`config.mk`:
```
export PLATFORM = sky130hd
export DESIGN_NAME = gpio_bank
export DESIGN_NICKNAME = d
export VERILOG_FILES = /design/src/rtl/gpio_bank_pkg.sv /design/src/rtl/gpio_sync.sv /design/src/rtl/gpio_port.sv /design/src/rtl/gpio_bank.sv
export SDC_FILE = /design/constraint.sdc
export NUM_CORES = 1
export LEC_CHECK = 0
export CORE_MARGIN = 2
export CORE_UTILIZATION = 35
export DETAILED_ROUTE_END_ITERATION = 6
export DONT_BUFFER_PORTS = 1
export SKIP_CTS_REPAIR_TIMING = 1
export SYNTH_ARGS = -nofsm -noshare
export SYNTH_HDL_FRONTEND = slang
export SYNTH_SLANG_ARGS = --single-unit
```
`constraint.sdc`:
```
create_clock -name clk_i -period 3.63 [get_ports clk_i]
set_input_delay 0.726 -clock clk_i [delete_from_list [all_inputs] [get_ports clk_i]]
set_output_delay 0.726 -clock clk_i [all_outputs]
set_load 0.01 [all_outputs]
```
`src/rtl/gpio_bank_pkg.sv`:
```
package gpio_bank_pkg;
  typedef enum logic [2:0] {
    REG_CNF = 3'd0,
    REG_OE  = 3'd1,
    REG_OUT = 3'd2,
    REG_IN  = 3'd3,
    REG_STA = 3'd4,
    REG_ENB = 3'd5,
    REG_SNS = 3'd6,
    REG_CLR = 3'd7
  } reg_sel_e;

  localparam int unsigned ALIAS_BIT = 11;
endpackage

```
`src/rtl/gpio_sync.sv`:
```
module gpio_sync #(
  parameter int unsigned WIDTH = 32
) (
  input  logic             clk_i,
  input  logic             rst_ni,
  input  logic [WIDTH-1:0] d_i,
  output logic [WIDTH-1:0] q_o
);
  logic [WIDTH-1:0] meta_q, sync_q;

  always_ff @(posedge clk_i or negedge rst_ni) begin
    if (!rst_ni) begin
      meta_q <= '0;
      sync_q <= '0;
    end else begin
      meta_q <= d_i;
      sync_q <= meta_q;
    end
  end

  assign q_o = sync_q;
endmodule

```
`src/rtl/gpio_port.sv`:
```
module gpio_port
  import gpio_bank_pkg::*;
#(
  parameter int unsigned PORT_W = 8,
  parameter int unsigned DATA_W = 32
) (
  input  logic                clk_i,
  input  logic                rst_ni,
  input  logic                wr_i,
  input  logic                masked_i,
  input  reg_sel_e            sel_i,
  input  logic [3*PORT_W-1:0] wdata_i,
  input  logic [PORT_W-1:0]   pin_i,
  output logic [DATA_W-1:0]   rd_o,
  output logic [PORT_W-1:0]   out_o,
  output logic [PORT_W-1:0]   oe_o,
  output logic                irq_o
);
  localparam int unsigned SNS_W = 3 * PORT_W;

  logic [PORT_W-1:0] cnf_q, oe_q, out_q, sta_q, enb_q, pin_d_q;
  logic [SNS_W-1:0]  sns_q;
  logic [PORT_W-1:0] wsel, wval;
  logic [PORT_W-1:0] pol, edg, both, rise, fall, edge_hit, lvl_hit, set_v;
  logic [PORT_W-1:0] sta_base, sta_d;

  assign wval = wdata_i[0 +: PORT_W];
  assign wsel = wdata_i[PORT_W +: PORT_W];

  function automatic logic [PORT_W-1:0] upd(input logic [PORT_W-1:0] old,
                                            input logic msk,
                                            input logic [PORT_W-1:0] s,
                                            input logic [PORT_W-1:0] v);
    return msk ? ((old & ~s) | (v & s)) : v;
  endfunction

  // event detection on synchronized pins
  assign pol      = sns_q[0 +: PORT_W];
  assign edg      = sns_q[PORT_W +: PORT_W];
  assign both     = sns_q[2*PORT_W +: PORT_W];
  assign rise     = pin_i & ~pin_d_q;
  assign fall     = ~pin_i & pin_d_q;
  assign edge_hit = (both & (rise | fall)) | (~both & ((pol & rise) | (~pol & fall)));
  assign lvl_hit  = (pol & pin_i) | (~pol & ~pin_i);
  assign set_v    = (edg & edge_hit) | (~edg & lvl_hit);

  always_comb begin
    sta_base = sta_q;
    if (wr_i && sel_i == REG_STA) sta_base = upd(sta_q, masked_i, wsel, wval);
    if (wr_i && sel_i == REG_CLR && !masked_i) sta_base = sta_q & ~wval;
    sta_d = sta_base | set_v;  // event wins over clear
  end

  always_ff @(posedge clk_i or negedge rst_ni) begin
    if (!rst_ni) begin
      cnf_q   <= '0;
      oe_q    <= '0;
      out_q   <= '0;
      enb_q   <= '0;
      sns_q   <= '0;
      sta_q   <= '0;
      pin_d_q <= '0;
    end else begin
      sta_q   <= sta_d;
      pin_d_q <= pin_i;
      if (wr_i) begin
        unique case (sel_i)
          REG_CNF: cnf_q <= upd(cnf_q, masked_i, wsel, wval);
          REG_OE:  oe_q  <= upd(oe_q, masked_i, wsel, wval);
          REG_OUT: out_q <= upd(out_q, masked_i, wsel, wval);
          REG_ENB: enb_q <= upd(enb_q, masked_i, wsel, wval);
          REG_SNS: begin
            if (masked_i) sns_q[0 +: PORT_W] <= upd(pol, 1'b1, wsel, wval);
            else          sns_q <= wdata_i;
          end
          default: ;
        endcase
      end
    end
  end

  always_comb begin
    rd_o = '0;
    unique case (sel_i)
      REG_CNF: rd_o[PORT_W-1:0] = cnf_q;
      REG_OE:  rd_o[PORT_W-1:0] = oe_q;
      REG_OUT: rd_o[PORT_W-1:0] = out_q;
      REG_IN:  rd_o[PORT_W-1:0] = pin_i;
      REG_STA: rd_o[PORT_W-1:0] = sta_q;
      REG_ENB: rd_o[PORT_W-1:0] = enb_q;
      REG_SNS: rd_o[SNS_W-1:0]  = sns_q;
      REG_CLR: rd_o = '0;
      default: rd_o = '0;
    endcase
  end

  assign out_o = out_q;
  assign oe_o  = cnf_q & oe_q;
  assign irq_o = |(sta_q & enb_q);


  sta_set_chk: assert property (@(posedge clk_i) disable iff (!rst_ni)
    (set_v != '0) |=> ((sta_q & $past(set_v)) == $past(set_v)));


  sta_clr_chk: assert property (@(posedge clk_i) disable iff (!rst_ni)
    (wr_i && !masked_i && sel_i == REG_CLR) |=> ((sta_q & $past(wval & ~set_v)) == '0));


  mask_keep_chk: assert property (@(posedge clk_i) disable iff (!rst_ni)
    (wr_i && masked_i && sel_i == REG_OUT) |=> (((out_q ^ $past(out_q)) & ~$past(wsel)) == '0));
endmodule

```
`src/rtl/gpio_bank.sv`:
```
module gpio_bank
  import gpio_bank_pkg::*;
#(
  parameter int unsigned NUM_PORTS = 4,
  parameter int unsigned PORT_W    = 8,
  parameter int unsigned DATA_W    = 32
) (
  input  logic                          clk_i,
  input  logic                          rst_ni,
  input  logic [11:0]                   addr_i,
  input  logic [DATA_W-1:0]             wdata_i,
  input  logic                          we_i,
  input  logic                          re_i,
  output logic [DATA_W-1:0]             rdata_o,
  input  logic [NUM_PORTS*PORT_W-1:0]   pins_i,
  output logic [NUM_PORTS*PORT_W-1:0]   pins_o,
  output logic [NUM_PORTS*PORT_W-1:0]   pins_oe_o,
  output logic                          irq_o
);
  localparam int unsigned NPINS = NUM_PORTS * PORT_W;
  localparam int unsigned SNS_W = 3 * PORT_W;

  logic [NPINS-1:0]  pins_sync;
  logic [DATA_W-1:0] port_rd [NUM_PORTS];
  logic [NUM_PORTS-1:0] port_irq;
  logic [DATA_W-1:0] rd_next, rdata_q;
  reg_sel_e          rsel;
  logic              alias_win, in_range, mapped;
  logic [1:0]        pidx;
  logic              unused_bits;

  assign rsel      = reg_sel_e'(addr_i[6:4]);
  assign alias_win = addr_i[ALIAS_BIT];
  assign pidx      = addr_i[3:2];
  assign in_range  = (addr_i[10:7] == 4'd0) && (int'(pidx) < int'(NUM_PORTS));
  assign mapped    = in_range && !(alias_win && (rsel == REG_IN || rsel == REG_CLR));
  assign unused_bits = ^{addr_i[1:0], wdata_i[DATA_W-1:SNS_W]};

  gpio_sync #(.WIDTH(NPINS)) u_sync (
    .clk_i (clk_i),
    .rst_ni(rst_ni),
    .d_i   (pins_i),
    .q_o   (pins_sync)
  );

  for (genvar g = 0; g < NUM_PORTS; g++) begin : g_port
    gpio_port #(.PORT_W(PORT_W), .DATA_W(DATA_W)) u_port (
      .clk_i   (clk_i),
      .rst_ni  (rst_ni),
      .wr_i    (we_i && mapped && (int'(pidx) == g)),
      .masked_i(alias_win),
      .sel_i   (rsel),
      .wdata_i (wdata_i[SNS_W-1:0]),
      .pin_i   (pins_sync[g*PORT_W +: PORT_W]),
      .rd_o    (port_rd[g]),
      .out_o   (pins_o[g*PORT_W +: PORT_W]),
      .oe_o    (pins_oe_o[g*PORT_W +: PORT_W]),
      .irq_o   (port_irq[g])
    );
  end

  always_comb begin
    rd_next = '0;
    for (int g = 0; g < int'(NUM_PORTS); g++) begin
      if (mapped && int'(pidx) == g) rd_next = port_rd[g];
    end
  end

  always_ff @(posedge clk_i or negedge rst_ni) begin
    if (!rst_ni) rdata_q <= '0;
    else         rdata_q <= re_i ? rd_next : '0;
  end

  assign rdata_o = rdata_q;
  assign irq_o   = |port_irq;


  rd_idle_chk: assert property (@(posedge clk_i) disable iff (!rst_ni)
    !re_i |=> (rdata_o == '0));
endmodule

```
# == Word-level counts from Yosys, hierarchy flattened ==
# Index checks and enable logic that the tools add are counted.
# word_totals
reg_bits,384
in_bits,80
output_inout_bits,97
word_cells,292
# classes
n_eq_ne,10
n_mux,45
bitwise,148
reduce_logical,54
# ops
op,count
$and A8 B8 Y8,77
$or A8 B8 Y8,48
$mux W8,32
$pmux W8 S8,4
$not A8 Y8,22
$mux W24,3
$mux W16,4
$mux W32,2
$reduce_and A2 Y1,20
$reduce_or A32 Y1,1
$logic_and A1 B1 Y1,23
$eq A3 B3 Y1 const B,4
$reduce_and A3 Y1,4
$eq A3 B2 Y1 const B,2
$eq A2 B2 Y1 const B,2
$logic_not A4 Y1,1
$eq A3 B1 Y1 const B,1
$logic_not A3 Y1,1
$eq A2 B1 Y1 const B,1
$logic_not A1 Y1,2
$logic_not A2 Y1,1
$logic_or A1 B1 Y1,1
$not A1 Y1,1

# == Longest topological paths before layout ==
# logic_depth
ltp_word,11
mapped_depth,9

# == By module ==
# Synthesis repeated with hierarchy kept, for this count alone.
# hier_totals
hier_cells,1846
hier_area_um2,21074.0
# by_module_without_submodules
module,n_inst,cells_each,area_per_inst_um2
gpio_port,4,414,4362.9
gpio_bank,1,126,2020.7
gpio_sync,1,64,1601.5

# == Worst setup path after synthesis ==
# No wires, ideal clock.
# synth_timing
path_type,in2reg
startpoint,input port addr_i[9]
endpoint,register g_port[2].u_port.sns_q[13]
setup_time_ps,125
arrival_time_ps,2915
t_required_ps,3505
setup_slack_ps,590
cell_stages,8
n_path_buf,3
cell_sequence,or3_1 or4b_4 buf_6 or2_1 buf_6 nor3_4 buf_12 mux2_4
# synth_via
elab_chain_cells,5
# synth_rtl
item,line,rtl
start: declaration,gpio_bank.sv:10,"input logic [11:0] addr_i,"
$logic_not A4 Y1,gpio_bank.sv:35,assign in_range = (addr_i[10:7] == 4'd0) && (int'(pidx) < int'(NUM_PORTS));
$logic_and A1 B1 Y1,gpio_bank.sv:36,assign mapped = in_range && !(alias_win && (rsel == REG_IN || rsel == REG_CLR));
$logic_and A1 B1 Y1 (2 in series),gpio_bank.sv:50,".wr_i (we_i && mapped && (int'(pidx) == g)),"
$reduce_and A3 Y1 (no source line),n/a,
end signal: indexed assignment,gpio_port.sv:73,"if (masked_i) sns_q[0 +: PORT_W] <= upd(pol, 1'b1, wsel, wval);"
end signal: assignment,gpio_port.sv:74,else sns_q <= wdata_i;
end: declaration,gpio_port.sv:22,logic [SNS_W-1:0] sns_q;
# Every way passes these cells.
# A chain may end at the register's enable or synchronous reset.

==> run metrics <==
outcome=finished, violations left; failing checks=negative hold slack; die span in y=239 µm; DRT iter0 DRCs=1,408; crit path DAT=2.26 ns; top cells by area, synth=dfrtp_1 49%, mux2_2 15%, ha_1 4.1%; Clock Tree Root=clkbuf_16; dpl hpwl=47,300 µm; fin nets=1,909; Synth top area share=48.6%; clock sinks=376; number of fill cells=5,315; initial antenna violation count=2; commonest cells after routing, fill and taps aside=376 x dfrtp_1, 256 x mux2_2, 135 x nor2_1; Starting Density=35.3%; Yosys top cell by area=dfrtp_1; final cycle utilization of the critical path=82.4%; largest net degree at the start of global routing=377; Compound-Gate Fraction of Synth Area=11.8%; CTS clock-pin slew for the worst setup and hold paths=0.06 ns; overall power=9.70 mW; worst path cell trace=a22o_1 > a221oi_1 > nand3_1 > or4_1; port bufs=0; Hold WC Path Type=in -> async; TNS Setup=0 ns; vias in the first global route=14,488; CTS H-tree depth=2; ANT nets after route=0; Area Overhead vs Synth=12.6%; first drt pass iteration count=6; CP max stage delay=0.65 ns; Setup Skew=0.0244 ns; routed vias=14,473; max-slew violation count=0; Period minus WS final=2.99 ns; Worst-Margin Slew=1.30 ns; total track usage=24.1%; async set or reset register ratio after synthesis=100%; FF-to-FF Start=u_sync.q_o[5]$_DFF_PN0_; worst hold margin=-0.157 ns; mapped cell area=0.0194 mm²; final hold viol count=70; worst-path fanout max=3; via/cell ratio=5.79; PD cells=445 mW/mm²; number of inserted diodes=0; nature of the critical path endpoint=output pin; WL/cell=27.6 µm; Fmax=334 MHz; CTS Buf Count=46; Remaining DRCs=0; Setup violations, final=0; syn avg cell area=10.9 µm²; EDFF count, synth=0; post-synthesis cell count=1,772; CP Launch Type=flop; grt ovf=0; chip width=239 µm; combinational family with the most area after synthesis=multiplexers; Die ar.=0.0572 mm²; cell at the slowest stage of the critical path=or4_1; top_reg_cell synth=dfrtp_1; Yosys reg bits=376; Slew HR=13.0%; LEAKAGE=9.97 nW; site row count=86; global placement routability congestion=0.933; sequential area share after synthesis=48.6%; DRT Wirelength=69,100 µm; share of layout cells above drive strength 1=23.2%; Worst EP required=2.90 ns; worst-case vdd ir drop=0.278 mV; Clk Latency, worst-skew pair=0.60 ns; adder-cell area share of the yosys netlist=4.14%; max cap viols=0; most common cell after layout, fill and taps aside=dfrtp_1; Ys Warns=0; simple logic cell fraction of the synthesized area=12.1%; multiplexer area fraction after synthesis=17.6%; io pins=177; first-pass GRT wire length=100,000 µm; clock buffer depth=3; RSZ-0062 raised after global routing=no; synth unique cells=66; CTS tree=yes; core area=0.0549 mm²; WS Path Type=reg -> out; Post-Synth XOR/XNOR Area=1.45%
[per-layer routing]
metal | GRT usage, % | vias up | wire length, µm
li1 | - | 6302 | -
met4 | 11.0 | 0 | 3460
met2 | 35.7 | 658 | 29700
met5 | 0 | - | 0
met1 | 32.8 | 7346 | 29700
met3 | 6.58 | 167 | 6200
[final cells by class]
type	instances	area, µm²	area share, %
sequential	376	9410	43.2
timing repair buffer	64	531	2.43
clock inverter	15	204	0.936
clock buffer	64	1350	6.21
multi-input combinational	1205	9150	42.0
inverter	72	270	1.24
tap	704	881	4.04
[logic make-up after synthesis]
family                   count (synthesis)
AO/OA/AOI/OAI                          321
XOR/XNOR                                32
adder cells (fa/ha/maj)                 64
buffers and inverters                  198
flip-flops                             376
multiplexers                           299
other                                    1
AND/OR/NAND/NOR                        481
[path summary, 6_finish.rpt]
check | to | slack, ns | cells after the start
max | irq_o | 0.64 | 4
min | u_sync.q_o[1]$_DFF_PN0_ | -0.16 | 0
max reg2reg | rdata_o[5]$_DFF_PN0_ | 1.67 | 5
min reg2reg | u_sync.q_o[15]$_DFF_PN0_ | 0.34 | 0
max in group asynchronous | async pin | 2.90 | 0
min in group clk_i | u_sync.meta_q[18]$_DFF_PN0_ | 0.16 | 0
[per-stage QoR]
step | util (%) | cells | worst slack (ns) | hold WS, ns | area [µm²]
after global routing | 39.7 | 2500 | 0.581 | -0.187 | 21800
after detailed placement | 36.9 | 2421 | 0.420 | 0.335 | 20200
after global placement | 36.9 | 2421 | 0.465 | 0.336 | 20200
after floorplan | - | 1779 | 0.590 | 0.331 | 19400
final | 39.7 | 2500 | 0.639 | -0.157 | 21800
after CTS | 39.7 | 2500 | 0.621 | -0.183 | 21800
[worst max-delay path: cells and delay by family, from the launching register on]
kind             cells  cell delay [ns]
AND/OR/NAND/NOR      2             0.75
AO/OA/AOI/OAI        2             0.47
flip-flops           1             0.46
[where the power goes]
| group | total (mW) | switching [mW] | leakage [nW] | internal (mW) |
|---|---|---|---|---|
| logic | 0.481 | 0.282 | 4.35 | 0.199 |
| registers | 4.41 | 0.118 | 4.85 | 4.29 |
| clock network | 4.81 | 1.87 | 0.774 | 2.94 |
[synth_stat cells, drive strengths merged, types with 2 or more instances]
library cell / count
a2111oi: 2
a211o: 4
a211oi: 33
a21oi: 72
a221o: 27
a221oi: 19
a22o: 14
a22oi: 38
a311oi: 2
a31oi: 5
and2: 36
and3: 3
and3b: 2
buf: 37
clkbuf: 89
dfrtp: 376
ha: 64
inv: 72
mux2: 267
mux2i: 29
mux4: 3
nand2: 132
nand2b: 16
nand3: 30
nand4: 7
nor2: 137
nor2b: 44
nor3: 26
nor4: 27
o2111ai: 18
o211ai: 10
o21a: 2
o21ai: 46
o221a: 4
o221ai: 7
o22ai: 4
o2bb2ai: 4
or3: 11
or4: 5
or4b: 2
xor2: 32
No activity file was read; power rests on OpenSTA's default activity.
